$ cat config.mk
export PLATFORM = sky130hd
export DESIGN_NAME = bcm_sr_driver
export DESIGN_NICKNAME = d
export VERILOG_FILES = /design/src/rtl/bcm_pkg.sv /design/src/rtl/bcm_sequencer.sv /design/src/rtl/bcm_shifter.sv /design/src/rtl/bcm_pulse_gen.sv /design/src/rtl/bcm_sr_driver.sv
export SDC_FILE = /design/constraint.sdc
export NUM_CORES = 1
export LEC_CHECK = 0
export CORE_MARGIN = 1
export CORE_UTILIZATION = 35
export DETAILED_ROUTE_END_ITERATION = 6
export GPL_ROUTABILITY_DRIVEN = 0
export PLACE_DENSITY = 0.51
export SYNTH_ARGS = -nofsm -noshare
export SYNTH_HDL_FRONTEND = slang
export SYNTH_SLANG_ARGS = --single-unit
$ cat constraint.sdc
create_clock -name clk -period 4.25 [get_ports clk]
set_input_delay 0.85 -clock clk [delete_from_list [all_inputs] [get_ports clk]]
set_output_delay 0.85 -clock clk [all_outputs]
set_load 0.05 [all_outputs]
$ cat src/rtl/bcm_pkg.sv
package bcm_pkg;

    typedef enum logic {
        PH_DATA  = 1'b0,
        PH_RESET = 1'b1
    } phase_e;

    // Tuned offsets for the short planes, binary weights above them.
    function automatic int unsigned plane_offset(input int unsigned idx,
                                                 input int unsigned unit);
        case (idx)
            0:       plane_offset = 1;
            1:       plane_offset = 3;
            2:       plane_offset = 9;
            3:       plane_offset = 29;
            4:       plane_offset = 71;
            default: plane_offset = unit << idx;
        endcase
    endfunction

endpackage

$ cat src/rtl/bcm_sequencer.sv
module bcm_sequencer
    import bcm_pkg::*;
#(
    parameter int unsigned NUM_PLANES = 14,
    parameter int unsigned AW         = 4,
    parameter int unsigned CW         = 19,
    parameter int unsigned BASE_LEN   = 240,
    parameter int unsigned STEP_UNIT  = 40,
    parameter int unsigned RESET_LEN  = 80
) (
    input  logic          clk,
    input  logic          rst_n,
    output phase_e        phase,
    output logic [CW-1:0] count,
    output logic [CW-1:0] period,
    output logic [AW-1:0] plane
);

    localparam logic [CW-1:0] RESET_LAST = CW'(RESET_LEN - 1);
    localparam logic [CW-1:0] FIRST_LEN  = CW'(BASE_LEN + plane_offset(0, STEP_UNIT));
    localparam logic [AW-1:0] LAST_PLANE = AW'(NUM_PLANES - 1);

    phase_e        phase_q, phase_d;
    logic [CW-1:0] count_q, count_d;
    logic [CW-1:0] period_q, period_d;
    logic [AW-1:0] plane_q, plane_d;
    logic [CW-1:0] last_cnt;
    logic          roll;

    always_comb begin
        last_cnt = (phase_q == PH_DATA) ? (period_q - CW'(1)) : RESET_LAST;
        roll     = (count_q == last_cnt);
        phase_d  = phase_q;
        plane_d  = plane_q;
        period_d = period_q;
        count_d  = roll ? '0 : count_q + CW'(1);
        unique case (phase_q)
            PH_DATA: begin
                if (roll) begin      // data_done
                    phase_d = PH_RESET;
                    plane_d = (plane_q == LAST_PLANE) ? '0 : plane_q + AW'(1);
                end
            end
            PH_RESET: begin
                if (roll) begin      // reset_done
                    phase_d  = PH_DATA;
                    period_d = CW'(BASE_LEN + plane_offset(int'(plane_q), STEP_UNIT));
                end
            end
        endcase
    end

    always_ff @(posedge clk or negedge rst_n) begin
        if (!rst_n) begin
            phase_q  <= PH_DATA;
            count_q  <= '0;
            period_q <= FIRST_LEN;
            plane_q  <= '0;
        end else begin
            phase_q  <= phase_d;
            count_q  <= count_d;
            period_q <= period_d;
            plane_q  <= plane_d;
        end
    end

    assign phase  = phase_q;
    assign count  = count_q;
    assign period = period_q;
    assign plane  = plane_q;

    a_r3_plane_in_range: assert property (@(posedge clk) disable iff (!rst_n)
        plane_q <= LAST_PLANE);

    a_r3_plane_step: assert property (@(posedge clk) disable iff (!rst_n)
        !$stable(plane_q) |-> (plane_q == $past(plane_q) + AW'(1) || plane_q == '0));

    a_r2_reset_bound: assert property (@(posedge clk) disable iff (!rst_n)
        (phase_q == PH_RESET) |-> (count_q <= RESET_LAST));

    a_r2_period_at_rollover: assert property (@(posedge clk) disable iff (!rst_n)
        (phase_q == PH_DATA && count_q != '0) |-> $stable(period_q));

endmodule

$ cat src/rtl/bcm_shifter.sv
module bcm_shifter
    import bcm_pkg::*;
#(
    parameter int unsigned NUM_OUT = 32,
    parameter int unsigned CW      = 19
) (
    input  logic               clk,
    input  logic               rst_n,
    input  phase_e             phase,
    input  logic [CW-1:0]      count,
    input  logic [NUM_OUT-1:0] word,
    output logic               ser_clk,
    output logic               ser_data
);

    localparam logic [CW-1:0] SHIFT_CLKS = CW'(2 * NUM_OUT);

    logic [NUM_OUT-1:0] sreg_q;

    always_ff @(posedge clk or negedge rst_n) begin
        if (!rst_n) begin
            sreg_q   <= '0;
            ser_clk  <= 1'b0;
            ser_data <= 1'b0;
        end else if (phase == PH_DATA && count < SHIFT_CLKS) begin
            if (count == '0) begin
                sreg_q   <= word << 1;
                ser_data <= word[NUM_OUT-1];
                ser_clk  <= 1'b0;
            end else if (count[0]) begin
                ser_clk  <= 1'b1;
            end else begin
                ser_clk  <= 1'b0;
                ser_data <= sreg_q[NUM_OUT-1];
                sreg_q   <= sreg_q << 1;
            end
        end else begin
            ser_clk  <= 1'b0;
            ser_data <= 1'b0;
        end
    end

    a_r4_data_stable_on_rise: assert property (@(posedge clk) disable iff (!rst_n)
        $rose(ser_clk) |-> $stable(ser_data));

    a_r4_clock_low_in_reset: assert property (@(posedge clk) disable iff (!rst_n)
        (phase == PH_RESET && count != '0) |-> !ser_clk);

endmodule

$ cat src/rtl/bcm_pulse_gen.sv
module bcm_pulse_gen
    import bcm_pkg::*;
#(
    parameter int unsigned NUM_PLANES = 14,
    parameter int unsigned AW         = 4,
    parameter int unsigned CW         = 19,
    parameter int unsigned BASE_LEN   = 240,
    parameter int unsigned CLEAR_LEN  = 2,
    parameter int unsigned TRIG_LEAD  = 300
) (
    input  logic          clk,
    input  logic          rst_n,
    input  phase_e        phase,
    input  logic [CW-1:0] count,
    input  logic [CW-1:0] period,
    input  logic [AW-1:0] plane,
    output logic          latch,
    output logic          blank,
    output logic          conv_trig
);

    localparam logic [CW-1:0] LATCH_AT   = CW'(BASE_LEN);
    localparam logic [CW-1:0] CLEAR_END  = CW'(CLEAR_LEN);
    localparam logic [CW-1:0] LEAD       = CW'(TRIG_LEAD);
    localparam logic [AW-1:0] LAST_PLANE = AW'(NUM_PLANES - 1);

    always_ff @(posedge clk or negedge rst_n) begin
        if (!rst_n) begin
            latch     <= 1'b0;
            blank     <= 1'b0;
            conv_trig <= 1'b0;
        end else begin
            latch     <= (phase == PH_DATA)  && (count >= LATCH_AT);
            blank     <= (phase == PH_RESET) && (count < CLEAR_END);
            conv_trig <= (phase == PH_DATA)  && (plane == LAST_PLANE)
                         && (count == period - LEAD);
        end
    end

    a_r6_exclusive: assert property (@(posedge clk) disable iff (!rst_n)
        !(latch && blank));

    a_r6_clear_after_latch: assert property (@(posedge clk) disable iff (!rst_n)
        $fell(latch) |-> blank);

    a_r7_single_pulse: assert property (@(posedge clk) disable iff (!rst_n)
        conv_trig |=> !conv_trig);

endmodule

$ cat src/rtl/bcm_sr_driver.sv
module bcm_sr_driver
    import bcm_pkg::*;
#(
    parameter int unsigned NUM_OUT    = 32,
    parameter int unsigned NUM_PLANES = 14,
    parameter int unsigned BASE_LEN   = 240,
    parameter int unsigned STEP_UNIT  = 40,
    parameter int unsigned RESET_LEN  = 80,
    parameter int unsigned CLEAR_LEN  = 2,
    parameter int unsigned TRIG_LEAD  = 300,
    localparam int unsigned AW        = $clog2(NUM_PLANES),
    localparam int unsigned MAX_LEN   = BASE_LEN + plane_offset(NUM_PLANES - 1, STEP_UNIT),
    localparam int unsigned CW        = $clog2(MAX_LEN + 1)
) (
    input  logic               clk,
    input  logic               rst_n,
    output logic [AW-1:0]      plane_addr,
    input  logic [NUM_OUT-1:0] plane_data,
    output logic               ser_clk,
    output logic               ser_data,
    output logic               latch,
    output logic               blank,
    output logic               conv_trig
);

    phase_e        phase;
    logic [CW-1:0] count;
    logic [CW-1:0] period;
    logic [AW-1:0] plane;

    bcm_sequencer #(
        .NUM_PLANES(NUM_PLANES), .AW(AW), .CW(CW), .BASE_LEN(BASE_LEN),
        .STEP_UNIT(STEP_UNIT), .RESET_LEN(RESET_LEN)
    ) u_seq (
        .clk(clk), .rst_n(rst_n), .phase(phase), .count(count),
        .period(period), .plane(plane)
    );

    bcm_shifter #(.NUM_OUT(NUM_OUT), .CW(CW)) u_shift (
        .clk(clk), .rst_n(rst_n), .phase(phase), .count(count),
        .word(plane_data), .ser_clk(ser_clk), .ser_data(ser_data)
    );

    bcm_pulse_gen #(
        .NUM_PLANES(NUM_PLANES), .AW(AW), .CW(CW), .BASE_LEN(BASE_LEN),
        .CLEAR_LEN(CLEAR_LEN), .TRIG_LEAD(TRIG_LEAD)
    ) u_pulse (
        .clk(clk), .rst_n(rst_n), .phase(phase), .count(count),
        .period(period), .plane(plane), .latch(latch), .blank(blank),
        .conv_trig(conv_trig)
    );

    assign plane_addr = plane;

    a_r5_no_shift_while_latched: assert property (@(posedge clk) disable iff (!rst_n)
        latch |-> !ser_clk);

    a_r9_addr_held_in_data: assert property (@(posedge clk) disable iff (!rst_n)
        ser_clk |-> $stable(plane_addr));

endmodule

---- Yosys cells after proc, flatten, opt, wreduce, memory -nomap -nowiden ----
Index checks and enable logic that the tools add are counted.
cells by class
  $add $sub $neg .......................... 5
  multipliers ............................. 0
  div/mod/pow operators ................... 0
  magnitude comparators ................... 3
  eq/ne operators ......................... 9
  shift-type cells ........................ 1
  muxes and demuxes ....................... 17
  bitwise operators ....................... 1
  reductions and logical operators ........ 10
operators with widths
  cell                                                                     number
  19-bit case mux with 5 select lines                                      1
  19-bit two-way mux                                                       4
  32-bit two-way mux                                                       2
  19-bit == test                                                           2
  19-bit by 1-bit adder with 19-bit output (second input constant)         1
  8-bit by 19-bit adder with 19-bit output (first input constant)          1
  19-bit by 8-bit >= comparator with 1-bit output (second input constant)  1
  19-bit logical NOT                                                       1
  19-bit by 2-bit < comparator with 1-bit output (second input constant)   1
  19-bit by 7-bit < comparator with 1-bit output (second input constant)   1
  6-bit by 4-bit << shifter with 19-bit output (first input constant)      1
  19-bit by 1-bit subtractor with 19-bit output (second input constant)    1
  19-bit by 9-bit subtractor with 19-bit output (second input constant)    1
  4-bit by 2-bit == test with 1-bit output (second input constant)         2
  1-bit two-way mux                                                        8
  2-bit AND reduction                                                      3
  1-bit logical AND                                                        5
  4-bit by 1-bit adder with 4-bit output (second input constant)           1
  4-bit by 1-bit == test with 1-bit output (second input constant)         1
  4-bit by 3-bit == test with 1-bit output (second input constant)         1
  4-bit == test (second input constant)                                    1
  4-bit logical NOT                                                        1
  4-bit two-way mux                                                        1
  3-bit inequality test (second input constant)                            1
  3 further kinds                                                          3
word-level totals
  register bits ........................... 80
  latch bits .............................. 0
  bits in writable memories ............... 0
  bits in read-only memories .............. 0
  input bits .............................. 34
  output and inout port bits .............. 9
  memories kept ........................... 0

---- Depth between registers and ports, before layout ----
Gate-level depths: netlist of run 1.
  depth after elaboration ................. 6
  depth in mapped cells ................... 15
  gate-level depth less buffers ........... 13

---- Modules after synthesis ----
A second synthesis of run 1 with hierarchy kept.
second synthesis, totals
  cell total of the unflattened synthesis .. 538
  area total of the unflattened synthesis .. 5403.9 sq um
by module, submodules not included
  module         instances  cells each  area an instance (sq um)
  bcm_sequencer  1          326         3002.9
  bcm_shifter    1          118         1654.1
  bcm_pulse_gen  1          94          747.0

---- Least setup slack after synthesis of run 1 ----
OpenSTA, ideal clock, no wires.
  kind .................................... register to register
  start point ............................. reg u_seq.period_q[0], in the netlist u_seq.period[0]
  end point ............................... reg u_seq.period_q[7], in the netlist u_seq.period[7]
  library setup time ...................... 0.080 ns
  data arrival time ....................... 3.287 ns
  required time ........................... 4.170 ns
  setup slack ............................. 0.884 ns
  cell stages (with the launch flop) ...... 15
  path buffers ............................ 2
  path through ............................ dfstp_2 > inv_1 > ha_1 > and4bb_2 > xnor2_2 > xnor2_1 > o41ai_1 > o221ai_1 > a211oi_1 > buf_2 > and2_1 > ha_1 > buf_1 > nand2_1 > o22a_1
between the ends
  word-level cells in the longest chain between the ends .. 4
RTL lines
  element                                        RTL line             RTL
  start: declaration                             bcm_sequencer.sv:25  logic [CW-1:0] period_q, period_d;
  start signal: assignment                       bcm_sequencer.sv:62  period_q <= period_d;
  19-bit by 1-bit subtractor with 19-bit output  bcm_sequencer.sv:31  last_cnt = (phase_q == PH_DATA) ? (period_q - CW'(1)) : RESET_LAST;
  19-bit two-way mux                             bcm_sequencer.sv:31
  19-bit == test                                 bcm_sequencer.sv:32  roll = (count_q == last_cnt);
  2-bit AND reduction (no source line)           -
No other way between the ends.
A chain may end at the register's enable or synchronous reset.

---- Worst setup path after layout of run 1 ----
  start point ............................. reg u_seq.period_q[0], in the netlist u_seq.period[0]
  end point ............................... reg u_seq.period_q[4], in the netlist u_seq.period[4]
The elaborated chain is that of the path after synthesis.

==> results.yml, run 1 <==
cts:
  cts.root.buffer_cell: "sky130_fd_sc_hd__clkbuf_16"
  clk_pin_slew_worst_paths_ps: 60
  worstSkewPairLatency_ps: 340
  numClockSinks: 79
  post_cts_setup_driven_buffer_insertion_count: 0
  ctsResizeCount: 0
  clk_path_buf_depth: 2
  cts.hold.buffers_added: 0
  tritoncts.num_buffers: 9
  cts_tree: "done"
  htreeDepth: 3
power:
  seqPwrFrac: 0.493
  share_clk_of_total_power: 0.470
  power.density_cell_area_nw_per_um2: 260.1
  power.combinational.fraction: 0.037
  leakage_nw: 2.660
  power.ir.vdd_worst_mv: 0.1455
  netSwitchingFraction: 0.2117
  total_power_consumption_of_the_routed_design_mw: 1.538
  p_int_mw: 1.212
  power.net_switching_uw: 325.5
hold_path:
  hold_path_startpoint: "u_shift.sreg_q[11]"
  min_delay_worst_endpoint: "u_shift.sreg_q[11]"
  timing.hold.worst.class: "reg -> reg"
  worstHoldPathCells: 2
global_route:
  grt.total_usage: 0.1740
  grt_pass1_vias: 3995
  grt_antenna_before_repair: 0
  globalRoute.totalOverflow: 0
  global_route_wire_length_before_repair_um: 20240
  grt_max_degree: 59
sta:
  grt_setup_unrepaired: "no"
  setup_slack_ps: 635.8
  setup-violations-final: 0
  maximum_achievable_frequency_mhz: 276.7
  slew_headroom: 0.4959
  final_hold_viols: 0
  fin_crit_sh: 0.8504
  setup_tns_ps: 0
  tightest_slew_ps: 756.1
  period_minus_slack_ps: 3614
  finalClockSkew_ps: 9.213
  final-max-slew-violation-count: 0
logic_synthesis:
  synth-main-ff-cell: "sky130_fd_sc_hd__dfrtp_1"
  synth_common_cells: "sky130_fd_sc_hd__dfrtp_1, sky130_fd_sc_hd__nor2_1, sky130_fd_sc_hd__a21oi_1"
  average_cell_area_after_synthesis_um2: 8.967
  synthesis_warnings: 0
  sequential_cell_area_fraction_in_the_yosys_report: 0.3873
  area_contributors_post_synth: "sky130_fd_sc_hd__dfrtp_1, sky130_fd_sc_hd__xnor2_1, sky130_fd_sc_hd__mux2i_1"
  synth_adder_area_share: 0.02199
  synth-edff-count: 0
  synthesis.instances: 571
  yosys.area.top_type_share: 0.3617
  async_flop_share: 1.000
  synth_area_um2: 5120
  synth_top_family_by_area: "simple AND/OR/NAND/NOR gates"
  yosys.area_share.xor_xnor: 0.1144
  synth.area.mux_share: 0.07258
  synth_simple_gate_area_share: 0.1879
  synth_compound_gate_area_share: 0.1537
  yosys.cell_types.count: 65
  synth_most_common_cell: "sky130_fd_sc_hd__dfrtp_1"
  yosys_register_bits: 79
  syn-num-nets: 614
  yosys.area.top_type: "sky130_fd_sc_hd__dfrtp_1"
floorplanning:
  total_core_area_um2: 14100
  die_y_um: 122.9
  num_io_pins: 43
  placement_rows: 43
  dieArea_um2: 15120
  initial_utilization: 0.3632
  overall_die_width_um: 122.9
routing:
  routedWlPerCell_um: 15.87
  drcViolationCount: 0
  vias: 4070
  detailed_route_vias_per_instance: 5.265
  wl_um: 12270
  drtAntennaViolNets: 0
  drt-pass1-iter-count: 4
  starting_drt_drc_count: 217
finish:
  multiInputGateArea_um2: 2835
  sequential_cell_area_um2: 1983
  num_antenna_cells: 0
  nNetsFinal: 631
  fillers: 1427
  post_route_cells_drive_above_1_share: 0.08094
  synthToLayoutAreaGrowth_pct: 15.47
critical_path:
  rr_startpoint: "u_seq.period[0]"
  rrSetupSlack_ps: 640
  critPathLaunchType: "flop"
  worst_ep_required_time_ps: 4520
  r2r.worst_path.cells: 13
  cp_capture_type: "flop"
  critical_path.max_fanout: 18
  r2r-end: "u_seq.period[4]"
  path_class: "reg -> reg"
  arrival_time_at_the_worst_endpoint_ps: 3880
job:
  max_cap_viol_count: 0
placement:
  quantity_of_i_o_buffers_inserted_on_ports: 42
  place_hpwl_um: 8771
  dp_worst_setup_slack_ps: 654.9
status:
  run_status: "complete, no violations"
-- kinds of logic after synthesis --
family	Yosys count
xor gates and xnor gates	66
other	1
adders and majority gates	9
muxes	37
buffers and inverters	71
DFF	79
and+or+nand+nor	182
AOI/OAI and AO/OA	126
-- critical path: stages, from the launching register on --
cell and delay (ps):
sky130_fd_sc_hd__dfstp_2 610, sky130_fd_sc_hd__inv_1 100, sky130_fd_sc_hd__ha_1 250, sky130_fd_sc_hd__and4bb_2 310
sky130_fd_sc_hd__xnor2_2 170, sky130_fd_sc_hd__xnor2_1 130, sky130_fd_sc_hd__o41ai_1 330, sky130_fd_sc_hd__o221ai_1 200
sky130_fd_sc_hd__a211oi_2 190, sky130_fd_sc_hd__and2_1 200, sky130_fd_sc_hd__ha_1 540, sky130_fd_sc_hd__buf_4 310
sky130_fd_sc_hd__nor2_1 60, sky130_fd_sc_hd__a31oi_1 140
-- worst max-delay path by stage --
stage,depth (start not counted),slack (ps),start,to
after floorplan,14,880,u_seq.period[0],u_seq.period[7]
after global placement,13,750,u_seq.period[0],u_seq.period[4]
after detailed placement,13,650,u_seq.period[0],u_seq.period[4]
after CTS,13,640,u_seq.period[0],u_seq.period[4]
after global routing,13,320,u_seq.period[0],u_seq.period[6]
final,13,640,u_seq.period[0],u_seq.period[4]
-- cell usage in the layout (no fill, tap or decap), types with 11 or more instances in the layout --
cell type,netlist,routed
sky130_fd_sc_hd__nor2_1,61,61
sky130_fd_sc_hd__nand3_1,19,19
sky130_fd_sc_hd__dfrtp_1,74,74
sky130_fd_sc_hd__nand4_1,11,11
sky130_fd_sc_hd__nand2_1,29,29
sky130_fd_sc_hd__inv_1,26,26
sky130_fd_sc_hd__xor2_1,19,19
sky130_fd_sc_hd__xnor2_1,46,46
sky130_fd_sc_hd__o21ai_0,18,18
sky130_fd_sc_hd__mux2i_1,36,36
sky130_fd_sc_hd__a21oi_1,59,59
sky130_fd_sc_hd__nor3_1,13,13
sky130_fd_sc_hd__clkdlybuf4s50_1,0,41
-- power by group through the flow --
stage	combinational (mW)	sequential (mW)	clock [mW]
after detailed placement	0.0591	0.772	0
final	0.0567	0.759	0.722
after global routing	0.0641	0.759	0.773
after floorplan	0.00785	0.773	0
after CTS	0.0591	0.758	0.747
after global placement	0.0586	0.772	0
-- per-layer routing --
layer | vias up | part of all wire | track usage | routed length [um]
met5 | - | 0 | 0 | 0
met4 | 0 | 0.020 | 0.07012 | 248
met3 | 16 | 0.038 | 0.02768 | 467
met2 | 83 | 0.47 | 0.2879 | 5782
met1 | 1939 | 0.47 | 0.2260 | 5770
li1 | 2032 | - | - | -
-- sequential cells by signal (all words and copies together) (netlist names) --
name / cells
u_seq.phase: 1
u_shift.ser_data: 1
u_pulse.conv_trig: 1
u_shift.sreg_q: 31
u_pulse.blank: 1
u_seq.count: 19
u_shift.ser_clk: 1
u_seq.period: 19
u_pulse.latch: 1
u_seq.plane: 4
-- final cells by class --
class	instances	area share
clock buffers	12	0.04339
inverters	27	0.01714
repair buffers	50	0.08296
flip-flops and latches	79	0.3354
clock inverters	4	0.003386
well taps	180	0.03810
multi-input cells	421	0.4796
-- through the flow --
stage / cells / hold slack [ps] / util / cell area [um2]
after floorplan: 571 / 494.2 / - / 5120
after global placement: 757 / 507.3 / 0.3998 / 5635
after detailed placement: 757 / 522.1 / 0.3998 / 5635
after CTS: 773 / 535.3 / 0.4194 / 5912
after global routing: 773 / 565.6 / 0.4194 / 5912
final: 773 / 527.4 / 0.4194 / 5912
(Power assumes the default switching activity.)
==> run 2: changes to the inputs <==
- clock period: 4.25 -> 4.4 ns (I/O delays scaled with it)
==> run 2 against run 1 <==
Compared with the run above: clock skew is 0.52 ps lower; largest power group is now the clock network; design area hardly changed; worst hold slack better by 1.2 ps; core utilization hardly changed; combinational power is 4.8% lower; largest cell class unchanged; sequential cell count stayed put; register-to-register slack better by 90 ps; highest routed layer unchanged; first-iteration DRC count is 0.92% lower.
==> results.yml, run 2 (synthesis results as in run 1) <==
cts:
  clk_pin_slew_worst_paths_ps: 60
  clk_path_buf_depth: 2
  cts_tree: "done"
  worstSkewPairLatency_ps: 340
  numClockSinks: 79
  cts.root.buffer_cell: "sky130_fd_sc_hd__clkbuf_16"
  htreeDepth: 3
  ctsResizeCount: 0
  post_cts_setup_driven_buffer_insertion_count: 0
  tritoncts.num_buffers: 9
  cts.hold.buffers_added: 0
floorplanning:
  dieArea_um2: 15120
  initial_utilization: 0.3632
  total_core_area_um2: 14100
  overall_die_width_um: 122.9
  die_y_um: 122.9
  placement_rows: 43
  num_io_pins: 43
placement:
  place_hpwl_um: 8735
  dpl-instance-area_um2: 5615
  quantity_of_i_o_buffers_inserted_on_ports: 42
  dp_cells: 756
  dp_worst_setup_slack_ps: 783.8
global_route:
  grt_antenna_before_repair: 0
  globalRoute.totalOverflow: 0
  grt_pass1_vias: 3921
  global_route_wire_length_before_repair_um: 20640
  grt.total_usage: 0.1795
  grt_max_degree: 80
sta:
  finalClockSkew_ps: 8.691
  setup_tns_ps: 0
  period_minus_slack_ps: 3676
  slew_headroom: 0.3002
  grt_setup_unrepaired: "no"
  setup-violations-final: 0
  setup_slack_ps: 723.9
  tightest_slew_ps: 1050
  final-max-slew-violation-count: 0
  fin_crit_sh: 0.8355
  maximum_achievable_frequency_mhz: 272.0
  final_hold_viols: 0
critical_path:
  arrival_time_at_the_worst_endpoint_ps: 3950
  rrSetupSlack_ps: 720
  critPathLaunchType: "flop"
  cpMostUsedCell: "sky130_fd_sc_hd__ha_1"
  path_class: "reg -> reg"
  critical_path.max_fanout: 18
  max_stage_delay_ps: 600
  r2r.worst_path.cells: 13
  worst_path_max_delay_cell: "sky130_fd_sc_hd__dfstp_2"
  crit_path_cell_trace: "inv_1 > ha_1 > and4bb_2 > xnor2_2 > xnor2_1 > o41ai_1 > o221ai_1 > a211oi_2 > and2_1 > ha_1 > buf_4 > nor2_1 > a31oi_1"
  r2r-end: "u_seq.period[4]"
  cp_capture_type: "flop"
  rr_startpoint: "u_seq.period[0]"
  worst_ep_required_time_ps: 4670
routing:
  drt-pass1-iter-count: 5
  wl_um: 12290
  routedWlPerCell_um: 15.92
  drtAntennaViolNets: 0
  vias: 4117
  drcViolationCount: 0
  detailed_route_vias_per_instance: 5.333
  starting_drt_drc_count: 215
finish:
  registers.top_by_ff_count: "u_shift.sreg_q"
  synthToLayoutAreaGrowth_pct: 15.44
  largest_register_ff_count: 31
  post_route_cells_drive_above_1_share: 0.08108
  stdcell_area_um2: 5911
  layout.cells.most_common_list: "sky130_fd_sc_hd__dfrtp_1, sky130_fd_sc_hd__nor2_1, sky130_fd_sc_hd__a21oi_1"
  multiInputGateArea_um2: 2835
  num_antenna_cells: 0
  fillers: 1424
  sequential_cell_area_um2: 1983
  final_common_cell: "sky130_fd_sc_hd__dfrtp_1"
  fin_cells: 772
  nNetsFinal: 630
hold_path:
  min_delay_worst_endpoint: "u_shift.sreg_q[11]"
  hold_path_startpoint: "u_shift.sreg_q[11]"
  timing.hold.worst.class: "reg -> reg"
  worstHoldPathCells: 2
power:
  total_power_consumption_of_the_routed_design_mw: 1.541
  power.density_cell_area_nw_per_um2: 260.7
  leakage_nw: 2.656
  power.ir.vdd_worst_mv: 0.1655
status:
  run_status: "complete, no violations"
job:
  max_cap_viol_count: 0
-- run 2: critical path, delay by kind of cell, from the launching register on --
family,cells,cell delay [ps]
fa+ha+maj,2,800
xor+xnor,2,310
buf+inv,2,390
simple gates,3,560
compound gates,4,930
flops,1,600
-- run 2: where the power goes --
group          switching (mW)  internal (mW)
Clock                   0.314          0.440
Combinational          0.0233         0.0306
Sequential            0.00208          0.730
-- run 2: through the flow --
stage               hold WS, ps  utilization
finish                    528.7       0.4193
floorplan                 494.2            -
global route              556.9       0.4193
global placement          511.5       0.3984
CTS                       536.6       0.4193
detailed placement        519.6       0.3984
-- run 2: cell type report --
type,count,area share
inverters,27,0.01715
multi-input cells,421,0.4797
well taps,180,0.03810
clock buffers,9,0.03810
clock inverters,7,0.01185
repair buffers,49,0.07959
flip-flops and latches,79,0.3355
-- run 2: how the worst max path moves through the flow --
stage                         start               to  slack (ps)  depth (start not counted)
finish              u_seq.period[0]  u_seq.period[4]         720                         13
global route        u_seq.period[0]  u_seq.period[6]         410                         13
CTS                 u_seq.period[0]  u_seq.period[5]         750                         12
detailed placement  u_seq.period[0]  u_seq.period[5]         780                         12
global placement    u_seq.period[0]  u_seq.period[3]         900                         13
floorplan           u_seq.period[0]  u_seq.period[7]        1030                         14
-- run 2: metal layers --
| metal | GRT usage | share of wire |
|---|---|---|
| met5 | 0 | 0 |
| met4 | 0.06860 | 0.017 |
| met3 | 0.04197 | 0.048 |
| met2 | 0.2869 | 0.47 |
| met1 | 0.2348 | 0.46 |
